### src/rtl/ps2r_pkg.sv
// Package: ps2r_pkg
// Shared register indices, bit positions, access-decode type and the
// identification byte lookup for the PS/2 host register interface.
// Assumes a 32-bit word-indexed register map inside a 4 KB window.
package ps2r_pkg;

    // Word indices within the window (address bits above 1:0)
    localparam int IDX_CTRL = 0;
    localparam int IDX_STAT = 1;
    localparam int IDX_DATA = 2;
    localparam int IDX_DIV  = 3;
    localparam int IDX_ISR  = 4;

    // Status word bit positions
    localparam int ST_TX_EMPTY = 6;
    localparam int ST_TX_BUSY  = 5;
    localparam int ST_RX_FULL  = 4;
    localparam int ST_RX_BUSY  = 3;
    localparam int ST_RX_PAR   = 2;
    localparam int ST_LINE_CLK = 1;
    localparam int ST_LINE_DAT = 0;

    // Control bit positions used by the interrupt logic
    localparam int CTRL_RX_IE = 4;
    localparam int CTRL_FORCE = 3;

    // Interrupt status register bit positions
    localparam int ISR_PEND  = 0;
    localparam int ISR_CONST = 1;

    // Decoded action of one bus access
    typedef struct packed {
        logic rd_ctrl;
        logic rd_stat;
        logic rd_data;
        logic rd_div;
        logic rd_isr;
        logic rd_id;
        logic wr_ctrl;
        logic wr_data;
        logic wr_div;
        logic bad;
    } acc_t;

    // Identification byte for word k of the top eight words
    function automatic logic [7:0] id_byte(input logic [2:0] k);
        logic [7:0] v;
        case (k)
            3'd0: v = 8'h50;
            3'd1: v = 8'h10;
            3'd2: v = 8'h04;
            3'd3: v = 8'h00;
            3'd4: v = 8'h0D;
            3'd5: v = 8'hF0;
            3'd6: v = 8'h05;
            default: v = 8'hB1;
        endcase
        return v;
    endfunction

endpackage

### src/rtl/ps2r_decode.sv
// Module: ps2r_decode
// Turns one bus access into a single decoded action. The top eight words
// of the window are the identification block (read only). Every access
// the map does not define becomes a "bad" action.
// Assumes bus_sel qualifies a single-cycle access; address bits 1:0 are ignored.
module ps2r_decode
    import ps2r_pkg::*;
#(
    parameter int ADDR_W = 12
) (
    input  logic              clk,
    input  logic              rst_n,
    input  logic              bus_sel,
    input  logic              bus_wr,
    input  logic [ADDR_W-1:0] bus_addr,
    output acc_t              acc
);
    localparam int IDX_W = ADDR_W - 2;

    logic [IDX_W-1:0] idx;
    logic             in_id_win;

    assign idx       = bus_addr[ADDR_W-1:2];
    assign in_id_win = &bus_addr[ADDR_W-1:5];

    // Purpose: classify the current access into exactly one action
    always_comb begin
        acc = '0;
        if (bus_sel) begin
            if (!bus_wr) begin
                if (in_id_win) begin
                    acc.rd_id = 1'b1;
                end else begin
                    case (idx)
                        IDX_W'(IDX_CTRL): acc.rd_ctrl = 1'b1;
                        IDX_W'(IDX_STAT): acc.rd_stat = 1'b1;
                        IDX_W'(IDX_DATA): acc.rd_data = 1'b1;
                        IDX_W'(IDX_DIV):  acc.rd_div  = 1'b1;
                        IDX_W'(IDX_ISR):  acc.rd_isr  = 1'b1;
                        default:          acc.bad     = 1'b1;
                    endcase
                end
            end else begin
                case (idx)
                    IDX_W'(IDX_CTRL): acc.wr_ctrl = 1'b1;
                    IDX_W'(IDX_DATA): acc.wr_data = 1'b1;
                    IDX_W'(IDX_DIV):  acc.wr_div  = 1'b1;
                    default:          acc.bad     = 1'b1;
                endcase
            end
        end
    end

    // every access resolves to exactly one action, idle to none
    p_one_action_r10: assert property (@(posedge clk) disable iff (!rst_n)
        bus_sel |-> ($countones(acc) == 1));
    p_idle_quiet_r10: assert property (@(posedge clk) disable iff (!rst_n)
        !bus_sel |-> (acc == '0));

endmodule

### src/rtl/ps2r_cfg_reg.sv
// Module: ps2r_cfg_reg
// A plain read/write configuration register that loads the low W bits of
// the bus write data on its write enable. Used for control and divisor.
// Assumes the write enable is a single-cycle decoded pulse.
module ps2r_cfg_reg #(
    parameter int W      = 8,
    parameter int DATA_W = 32
) (
    input  logic              clk,
    input  logic              rst_n,
    input  logic              wr_en,
    input  logic [DATA_W-1:0] wdata,
    output logic [W-1:0]      q
);
    // Purpose: hold the configuration value, clear on reset
    always_ff @(posedge clk) begin
        if (!rst_n)     q <= '0;
        else if (wr_en) q <= wdata[W-1:0];
    end

    // a write stores its value, nothing else moves the register
    p_store_r2: assert property (@(posedge clk) disable iff (!rst_n)
        wr_en |=> (q == $past(wdata[W-1:0])));
    p_hold_r3: assert property (@(posedge clk) disable iff (!rst_n)
        !wr_en |=> $stable(q));

endmodule

### src/rtl/ps2r_rx_path.sv
// Module: ps2r_rx_path
// Receive side: pops the device byte on a data read while one is pending,
// remembers the last popped byte and derives its parity.
// Assumes the device keeps dev_rx_byte valid while dev_pending is high.
module ps2r_rx_path #(
    parameter int BYTE_W = 8
) (
    input  logic              clk,
    input  logic              rst_n,
    input  logic              rd_data,
    input  logic              dev_pending,
    input  logic [BYTE_W-1:0] dev_rx_byte,
    output logic              dev_pop,
    output logic [BYTE_W-1:0] rx_view,
    output logic              rx_parity
);
    logic [BYTE_W-1:0] last_q;

    // Purpose: request a byte only when one is on offer
    assign dev_pop = rd_data & dev_pending;

    // Purpose: the read returns the fresh byte when popping, else the old one
    assign rx_view = dev_pending ? dev_rx_byte : last_q;

    // Purpose: odd-ones flag of the remembered byte
    assign rx_parity = ^last_q;

    // Purpose: remember the byte taken on a pop
    always_ff @(posedge clk) begin
        if (!rst_n)       last_q <= '0;
        else if (dev_pop) last_q <= dev_rx_byte;
    end

    // popping latches the offered byte; otherwise it is kept
    p_pop_latch_r5: assert property (@(posedge clk) disable iff (!rst_n)
        dev_pop |=> (last_q == $past(dev_rx_byte)));
    p_keep_last_r5: assert property (@(posedge clk) disable iff (!rst_n)
        !dev_pop |=> $stable(last_q));
    p_pop_needs_byte_r5: assert property (@(posedge clk) disable iff (!rst_n)
        dev_pop |-> dev_pending);

endmodule

### src/rtl/ps2r_tx_path.sv
// Module: ps2r_tx_path
// Transmit side: a data write is registered and offered to the device with
// a one-cycle strobe on the following cycle.
// Assumes the device accepts one byte per strobe without backpressure.
module ps2r_tx_path #(
    parameter int BYTE_W = 8,
    parameter int DATA_W = 32
) (
    input  logic              clk,
    input  logic              rst_n,
    input  logic              wr_data,
    input  logic [DATA_W-1:0] wdata,
    output logic [BYTE_W-1:0] dev_tx_byte,
    output logic              dev_tx_strobe
);
    // Purpose: register the outgoing byte and its strobe
    always_ff @(posedge clk) begin
        if (!rst_n) begin
            dev_tx_byte   <= '0;
            dev_tx_strobe <= 1'b0;
        end else begin
            dev_tx_strobe <= wr_data;
            if (wr_data) dev_tx_byte <= wdata[BYTE_W-1:0];
        end
    end

    // each write yields one strobe carrying its byte, nothing else does
    p_strobe_carries_r6: assert property (@(posedge clk) disable iff (!rst_n)
        wr_data |=> (dev_tx_strobe && dev_tx_byte == $past(wdata[BYTE_W-1:0])));
    p_no_stray_strobe_r6: assert property (@(posedge clk) disable iff (!rst_n)
        !wr_data |=> !dev_tx_strobe);

endmodule

### src/rtl/ps2_host_regs.sv
// Module: ps2_host_regs
// Register front end of one PS/2 port: decodes single-cycle bus accesses,
// holds control and divisor, builds status and interrupt status, serves the
// identification block, and drives the device pop/transmit link and irq.
// Assumes single-cycle accesses with combinational read data.
module ps2_host_regs
    import ps2r_pkg::*;
#(
    parameter int ADDR_W = 12,
    parameter int DATA_W = 32,
    parameter int BYTE_W = 8,
    parameter int CTRL_W = 8,
    parameter int DIV_W  = 8
) (
    input  logic              clk,
    input  logic              rst_n,
    input  logic              bus_sel,
    input  logic              bus_wr,
    input  logic [ADDR_W-1:0] bus_addr,
    input  logic [DATA_W-1:0] bus_wdata,
    output logic [DATA_W-1:0] bus_rdata,
    output logic              bad_access,
    input  logic              dev_pending,
    input  logic [BYTE_W-1:0] dev_rx_byte,
    output logic              dev_pop,
    output logic [BYTE_W-1:0] dev_tx_byte,
    output logic              dev_tx_strobe,
    input  logic              line_clk,
    input  logic              line_dat,
    output logic              irq
);
    acc_t              acc;
    logic [CTRL_W-1:0] ctrl_q;
    logic [DIV_W-1:0]  div_q;
    logic [BYTE_W-1:0] rx_view;
    logic              rx_parity;
    logic [DATA_W-1:0] stat_word;
    logic [DATA_W-1:0] isr_word;

    ps2r_decode #(.ADDR_W(ADDR_W)) u_dec (
        .clk      (clk),
        .rst_n    (rst_n),
        .bus_sel  (bus_sel),
        .bus_wr   (bus_wr),
        .bus_addr (bus_addr),
        .acc      (acc)
    );

    ps2r_cfg_reg #(.W(CTRL_W), .DATA_W(DATA_W)) u_ctrl (
        .clk   (clk),
        .rst_n (rst_n),
        .wr_en (acc.wr_ctrl),
        .wdata (bus_wdata),
        .q     (ctrl_q)
    );

    ps2r_cfg_reg #(.W(DIV_W), .DATA_W(DATA_W)) u_div (
        .clk   (clk),
        .rst_n (rst_n),
        .wr_en (acc.wr_div),
        .wdata (bus_wdata),
        .q     (div_q)
    );

    ps2r_rx_path #(.BYTE_W(BYTE_W)) u_rx (
        .clk         (clk),
        .rst_n       (rst_n),
        .rd_data     (acc.rd_data),
        .dev_pending (dev_pending),
        .dev_rx_byte (dev_rx_byte),
        .dev_pop     (dev_pop),
        .rx_view     (rx_view),
        .rx_parity   (rx_parity)
    );

    ps2r_tx_path #(.BYTE_W(BYTE_W), .DATA_W(DATA_W)) u_tx (
        .clk           (clk),
        .rst_n         (rst_n),
        .wr_data       (acc.wr_data),
        .wdata         (bus_wdata),
        .dev_tx_byte   (dev_tx_byte),
        .dev_tx_strobe (dev_tx_strobe)
    );

    // Purpose: assemble the status word from live inputs and rx parity
    always_comb begin
        stat_word              = '0;
        stat_word[ST_TX_EMPTY] = 1'b1;
        stat_word[ST_TX_BUSY]  = 1'b0;
        stat_word[ST_RX_FULL]  = dev_pending;
        stat_word[ST_RX_BUSY]  = 1'b0;
        stat_word[ST_RX_PAR]   = rx_parity;
        stat_word[ST_LINE_CLK] = line_clk;
        stat_word[ST_LINE_DAT] = line_dat;
    end

    // Purpose: assemble the interrupt status word
    always_comb begin
        isr_word            = '0;
        isr_word[ISR_PEND]  = dev_pending;
        isr_word[ISR_CONST] = 1'b1;
    end

    // Purpose: select read data for the decoded read, zero otherwise
    always_comb begin
        bus_rdata = '0;
        if (acc.rd_ctrl) bus_rdata = DATA_W'(ctrl_q);
        if (acc.rd_stat) bus_rdata = stat_word;
        if (acc.rd_data) bus_rdata = DATA_W'(rx_view);
        if (acc.rd_div)  bus_rdata = DATA_W'(div_q);
        if (acc.rd_isr)  bus_rdata = isr_word;
        if (acc.rd_id)   bus_rdata = DATA_W'(id_byte(bus_addr[4:2]));
    end

    // Purpose: flag undefined accesses for their cycle
    assign bad_access = acc.bad;

    // Purpose: level interrupt from gated pending and the force bit
    assign irq = (dev_pending & ctrl_q[CTRL_RX_IE]) | ctrl_q[CTRL_FORCE];

    // an undefined access leaves configuration alone and pops nothing
    p_bad_keeps_cfg_r10: assert property (@(posedge clk) disable iff (!rst_n)
        bad_access |=> ($stable(ctrl_q) && $stable(div_q)));
    p_bad_no_pop_r10: assert property (@(posedge clk) disable iff (!rst_n)
        bad_access |-> (!dev_pop && bus_rdata == '0));
    // with the force bit clear and nothing pending the line is low
    p_irq_quiet_r7: assert property (@(posedge clk) disable iff (!rst_n)
        (!dev_pending && !ctrl_q[CTRL_FORCE]) |-> !irq);

endmodule

### config.mk
export PLATFORM = sky130hd
export DESIGN_NAME = ps2_host_regs
export DESIGN_NICKNAME = d
export VERILOG_FILES = /design/src/rtl/ps2r_pkg.sv /design/src/rtl/ps2r_decode.sv /design/src/rtl/ps2r_cfg_reg.sv /design/src/rtl/ps2r_rx_path.sv /design/src/rtl/ps2r_tx_path.sv /design/src/rtl/ps2_host_regs.sv
export SDC_FILE = /design/constraint.sdc
export NUM_CORES = 1
export LEC_CHECK = 0
export ABC_AREA = 1
export CORE_UTILIZATION = 36
export CTS_CLUSTER_SIZE = 40
export DETAILED_ROUTE_END_ITERATION = 8
export GPL_TIMING_DRIVEN = 0
export PLACE_DENSITY_LB_ADDON = 0.3
export SYNTH_ARGS = -nofsm -noshare
export SYNTH_HDL_FRONTEND = slang
export SYNTH_SLANG_ARGS = --single-unit
### constraint.sdc
create_clock -name clk -period 1.93 [get_ports clk]
set_input_delay 0.386 -clock clk [delete_from_list [all_inputs] [get_ports clk]]
set_output_delay 0.386 -clock clk [all_outputs]
set_load 0.05 [all_outputs]
# Yosys cells after proc, flatten, opt, wreduce, memory -nomap -nowiden
# Cells that the tools add are included.
# totals
regBits	33
latchBits	0
mem_bits_rw	0
romBits	0
inputBits	59
out_inout_bits	44
elab_cells	46
mem_count	0
# classes
add_sub_neg	0
multipliers	0
div_mod_pow	0
order_cmp	0
eq_ne	10
shift	0
muxes	22
bitwise_logic	3
reduce_logical	6
# ops
cell	n
two-way mux 32 bit	5
case mux 8 bit (7 select lines)	1
== test 10 x 2 -> 1 bit, second input constant	2
two-way mux 8 bit	2
== test 10 x 1 -> 1 bit, second input constant	1
== test 10 x 3 -> 1 bit, second input constant	1
zero test 10 bit	1
two-way mux 1 bit	10
two-way mux 10 bit	1
== test 3 bit, second input constant	3
parity 8 bit	1
AND reduction 7 bit	1
== test 3 x 2 -> 1 bit, second input constant	2
two-way mux 6 bit	1
two-way mux 5 bit	1
OR reduction 5 bit	1
== test 3 x 1 -> 1 bit, second input constant	1
zero test 3 bit	1
two-way mux 3 bit	1
OR reduction 3 bit	1
AND 1 bit	2
bitwise OR 1 bit	1

# Depth between registers and ports, before layout
# logic_depth
word_depth	12
mapped_depth	14
depth_no_buf	14

# Hierarchy
# Synthesis repeated with hierarchy kept, for this count alone.
# hier_totals
cells_unflattened	411
area_unflattened_um2	2424.8
# modules_own_cells
module	instances	cells_each	area_per_inst_um2	seq_area_each_um2
ps2r_cfg_reg	2	51	356.6	160.2
ps2_host_regs	1	123	624.3	0.0
ps2r_rx_path	1	90	513.0	160.2
ps2r_tx_path	1	54	375.4	180.2
ps2r_decode	1	42	198.9	0.0

# Worst setup path after synthesis
# No wires, ideal clock.
# synth_path
kind	input-to-output
from	input bus_addr[11]
to	output bus_rdata[0]
arrival_time_ns	2.136
required_ns	1.544
setup_slack_ns	-0.592
stages	11
path_buffers	0
path_cell_list	nor2_1 nand2_2 nor2_8 nand2_1 nor2_1 nand2_1 nand2_1 nor2_1 nand2_1 nand2_1 a21oi_1
# synth_between
elab_chain_len	11
word_cells_on_any_way	21
cone_classes	eq/ne (4); mux (15); reduce/logical (2)
# synth_lines
item	line_no	text
start: declaration	ps2_host_regs.sv:19	input logic [ADDR_W-1:0] bus_addr,
zero test 10 bit	ps2r_decode.sv:34	case (idx)
two-way mux 1 bit	ps2r_decode.sv:34	
two-way mux 5 bit	ps2r_decode.sv:31	if (in_id_win) begin
two-way mux 6 bit (*)	ps2r_decode.sv:30	if (!bus_wr) begin
two-way mux 10 bit (*)	ps2r_decode.sv:29	if (bus_sel) begin
two-way mux 8 bit	ps2_host_regs.sv:107	if (acc.rd_ctrl) bus_rdata = DATA_W'(ctrl_q);
two-way mux 32 bit	ps2_host_regs.sv:108	if (acc.rd_stat) bus_rdata = stat_word;
two-way mux 32 bit	ps2_host_regs.sv:109	if (acc.rd_data) bus_rdata = DATA_W'(rx_view);
two-way mux 32 bit	ps2_host_regs.sv:110	if (acc.rd_div) bus_rdata = DATA_W'(div_q);
two-way mux 32 bit	ps2_host_regs.sv:111	if (acc.rd_isr) bus_rdata = isr_word;
two-way mux 32 bit (*)	ps2_host_regs.sv:112	if (acc.rd_id) bus_rdata = DATA_W'(id_byte(bus_addr[4:2]));
end: declaration	ps2_host_regs.sv:21	output logic [DATA_W-1:0] bus_rdata,
# Mark *: on every way between the ends. The rest lies on a longest branch, timed or not.

# Worst setup path after layout
# layout_path
from	input bus_addr[2]
to	output bus_rdata[4]
# layout_between
elab_chain_len	11
word_cells_on_any_way	27
cone_classes	eq/ne (10); mux (15); reduce/logical (2)
# layout_lines
item	line_no
zero test 10 bit	ps2r_decode.sv:34
two-way mux 1 bit	ps2r_decode.sv:34
two-way mux 5 bit	ps2r_decode.sv:31
two-way mux 6 bit	ps2r_decode.sv:30
two-way mux 10 bit	ps2r_decode.sv:29
two-way mux 8 bit	ps2_host_regs.sv:107
two-way mux 32 bit	ps2_host_regs.sv:108
two-way mux 32 bit	ps2_host_regs.sv:109
two-way mux 32 bit	ps2_host_regs.sv:110
two-way mux 32 bit	ps2_host_regs.sv:111
two-way mux 32 bit (*)	ps2_host_regs.sv:112
# Marked as above.

==> results <==
- The run finished, with violations left.
- The checks that failed: setup timing.
- At the end of the flow, the number of nets in the layout was 481.
- The CTS tree is done.
- The all-layer global routing usage is about a fifth.
- The detailed router finished its first iteration with 123 violations.
- Routability-driven placement finished with a final weighted congestion of roughly 0.85.
- The most used routing layer is met2.
- The sum of overflow across all layers after global routing is 0.
- The total negative slack is -2.74 ns.
- The initialized floorplan defines 27 standard-cell rows.
- For this run, the number of Yosys warnings is 0.
- The clock passes through at most 2 buffers.
- In the synthesized netlist the dominant register cell turns out to be sky130_fd_sc_hd__dfxtp_1.
- The first detailed-routing pass ran for 4 iterations.
- The cell area that synthesis handed to floorplanning was between 2000 and 2500 sq um.
- The via count of the first global-routing pass came to around 2000.
- The number of port buffers is 51.
- Setup violations remaining at the end of the flow were counted as 9.
- In this run the tightest slew margin relative to its limit is between 60% and 70%.
- The first global-routing pass estimated around 9000 um of wire.
- The number of antenna diodes in the final layout is 0.
- The reg-to-reg startpoint is u_rx.last_q[5].
- The sequential element share of the synthesized area is 32.4%.
- The class of the most critical setup path is in2out.
- STA classifies the critical path startpoint as an input port.
- The final route contains between 2000 and 2500 vias.
- The floorplan step set the die width to 77.3 um.
- Setup repair after global routing could not meet its margin everywhere.
- The worst-case setup slack after placement is -1.55 ns.
- After synthesis the netlist holds a flip-flop and latch count of 33.
- For the worst setup path, the data required time is ~1.5 ns.
- After technology mapping, the gate count stands at 315.
- In this run the static leakage power is 1.58 nW.
- In this run the worst hold path is classified as reg2reg.
- The number of buffers inserted by hold repair at cts is 0.
- The launching instance or port of the critical path is bus_addr[2].
- The wire length per cell is approximately 12 um.
- The setup skew after layout is 0 ns.
- The die extent in y is 77.3 um.
- Based on the critical path, the design can be clocked at up to 424 MHz.
- The routed design has ~6100 um of wire.
- The worst vdd rail ir drop is between 0.3 and 0.4 mV.
- In the global route stage, met2 resource usage came out at between 30% and 40%.
- Of the available clock period, the critical path in the final layout requires 122%.
- During I/O placement, the number of pins put on the boundary was 103.
- The critical-path maximum fanout is 6.
- Entering global routing, the biggest net connects 11 pins.
- The met1 track demand over resource is between 20% and 30%.
- In this run, synthesis inferred 0 flip-flops with an integrated enable.
- The floorplan step defined a core boundary enclosing ~5500 sq um.
- The number of antenna violations at the first check in global routing is 0.
- Using the TritonRoute via totals, the vias-per-cell ratio works out to ~4.6.
- The startpoint of the most critical hold path is u_ctrl.q[6].
- The die covers roughly 6000 sq um.
- The post-synthesis to final-layout area growth is 65.5%.
- The clock net in this run drives a total of 33 sinks.
- The detailed placement HPWL is roughly 4200 um.
- Counting distinct cell types in the post-synthesis netlist gives 29.
- The buffer cell driving the clock tree root is sky130_fd_sc_hd__clkbuf_8.
- The setup slack of the critical path after layout is -0.431 ns.
- The post-synthesis area per instance is between 6 and 7 sq um.
- The sort of element at the end of the critical path is an output port.
- Clock-pin slew was measured on the worst setup and hold paths at roughly 0.06 ns.
- In the synthesized netlist the async set-or-reset flop fraction comes to 0%.
- At the worst endpoint, the arrival time is 1.98 ns.
- In the global route stage, met3 resource usage came out at under 10%.
- The starting density of the core is approximately 37%.
- For the finished layout, the period the worst path requires is roughly 2.4 ns.
- The number of design rule violations left after detail routing is 0.
- The final-report hold violation count is 0.
- The later pin in the worst-skew pair is clocked with a latency of about 0.28 ns.
- The share of the core filled with cells in the final layout is between 60% and 70%.
- The count of H-tree levels built during CTS is 2.
- The worst-margin pin slew is just under 0.5 ns.
- The tool flagged a number of max-cap violations equal to 0.
- In this run, CTS created clock tree buffers numbering 5.
- The power density relative to cell area is 481 nW/um^2.
- The final number of max-transition violations is 0.
- In this run the remaining antenna-violating nets after routing total 0.
- Cells with a size suffix above 1 make up roughly 34% of the layout.
Yosys cell counts, types with 2 or more instances:
master | number | area share [%]
sky130_fd_sc_hd__nand2_2 | 3 | 0.92
sky130_fd_sc_hd__dfxtp_1 | 33 | 32
sky130_fd_sc_hd__o21ai_0 | 27 | 6.6
sky130_fd_sc_hd__buf_4 | 24 | 8.8
sky130_fd_sc_hd__inv_1 | 44 | 8.1
sky130_fd_sc_hd__a21oi_1 | 35 | 8.6
sky130_fd_sc_hd__nand4_1 | 4 | 1.2
sky130_fd_sc_hd__nor2_1 | 32 | 5.9
sky130_fd_sc_hd__xnor2_1 | 5 | 2.1
sky130_fd_sc_hd__nor2_2 | 5 | 1.5
sky130_fd_sc_hd__nor3_1 | 3 | 0.74
sky130_fd_sc_hd__clkbuf_1 | 2 | 0.37
sky130_fd_sc_hd__nand2_1 | 64 | 12
sky130_fd_sc_hd__o211ai_1 | 2 | 0.74
sky130_fd_sc_hd__buf_1 | 3 | 0.55
sky130_fd_sc_hd__a211oi_1 | 2 | 0.74
sky130_fd_sc_hd__nand3_1 | 15 | 3.7
power breakdown:
group          internal (mW)  switching (mW)
clock                  0.375           0.244
sequential             0.681        0.000106
combinational          0.121           0.203
through the flow:
stage	hold WS, ns	instance area, sq um	std cells	total power [mW]
2_1_floorplan	0.424	2250	338	0.889
3_5_place_dp	0.439	2850	461	0.986
5_1_grt	0.473	3380	494	1.69
3_3_place_gp	0.437	2850	461	0.984
4_1_cts	0.449	3160	482	1.62
6_report	0.453	3380	494	1.62
state kept, by name, indices dropped and copies added, names as in the netlist:
register            count
u_tx.dev_tx_byte        8
u_rx.last_q             8
u_ctrl.q                8
u_tx.dev_tx_strobe      1
u_div.q                 8
placed cells by master (no fill, tap or decap), drive strengths merged:
cell type	count
clkinv	2
or2	1
dlygate4sd2	1
clkdlybuf4s15	5
dfxtp	33
bufinv	1
a31oi	1
o211a	1
conb	24
o21ai	27
a21boi	1
o211ai	2
clkdlybuf4s50	27
clkinvlp	1
xnor2	5
nand2	68
inv	43
nor3	3
xor2	1
nand3	15
a21oi	35
nor2	39
buf	72
a211oi	2
nor3b	1
clkbuf	7
nand4	4
cells by family (layout without fill, tap and decap cells):
group	after synthesis	after routing	share of synthesized area (%)
AND/OR/NAND/NOR	131	131	28.5
flip-flops	33	33	32.4
other	1	24	0.184
XOR/XNOR	6	6	2.57
AO/OA/AOI/OAI	69	69	17.8
buffers and inverters	75	159	18.6
critical path: stages:
cell                              delay [ns]
sky130_fd_sc_hd__clkdlybuf4s15_2        0.25
sky130_fd_sc_hd__inv_2                  0.09
sky130_fd_sc_hd__nand2_2                0.07
sky130_fd_sc_hd__inv_2                  0.07
sky130_fd_sc_hd__nand2_4                0.05
sky130_fd_sc_hd__nor2_4                 0.15
sky130_fd_sc_hd__nand2_2                0.10
sky130_fd_sc_hd__buf_6                  0.15
sky130_fd_sc_hd__or2_4                  0.25
sky130_fd_sc_hd__nand3_2                0.06
sky130_fd_sc_hd__nand2_1                0.06
sky130_fd_sc_hd__nand2_2                0.09
sky130_fd_sc_hd__nand2_4                0.05
sky130_fd_sc_hd__buf_8                  0.15
metal layers:
metal / share of wire, % / routed length (um)
met3: 5.5 / 331
met5: 0 / 0
met1: 43 / 2580
met4: 2.3 / 138
met2: 50 / 3020
area by class of cell:
class / instances / area, sq um
clock buffer: 5 / 68.8
timing repair buffer: 77 / 777
sequential: 33 / 661
inverter: 45 / 173
clock inverter: 2 / 35.0
multi-input combinational: 230 / 1370
fill: 513 / 2090
buffer: 30 / 210
tap: 72 / 90.1
what timing repair did:
item / CTS / global route
setup endpoints to repair: 23 / 10
pin swaps: 15 / 16
setup buffers: 14 / 12
resized for setup: 157 / 37
path summary, 6_finish.rpt:
path	end	slack, ns	cells after the start
worst max register to register	u_rx.last_q[5]	1.22	2
worst min-delay path	u_ctrl.q[6]	0.45	2
worst min register to register	u_ctrl.q[6]	0.45	2
worst max-delay path	bus_rdata[4]	-0.43	14
(Power assumes the default switching activity.)
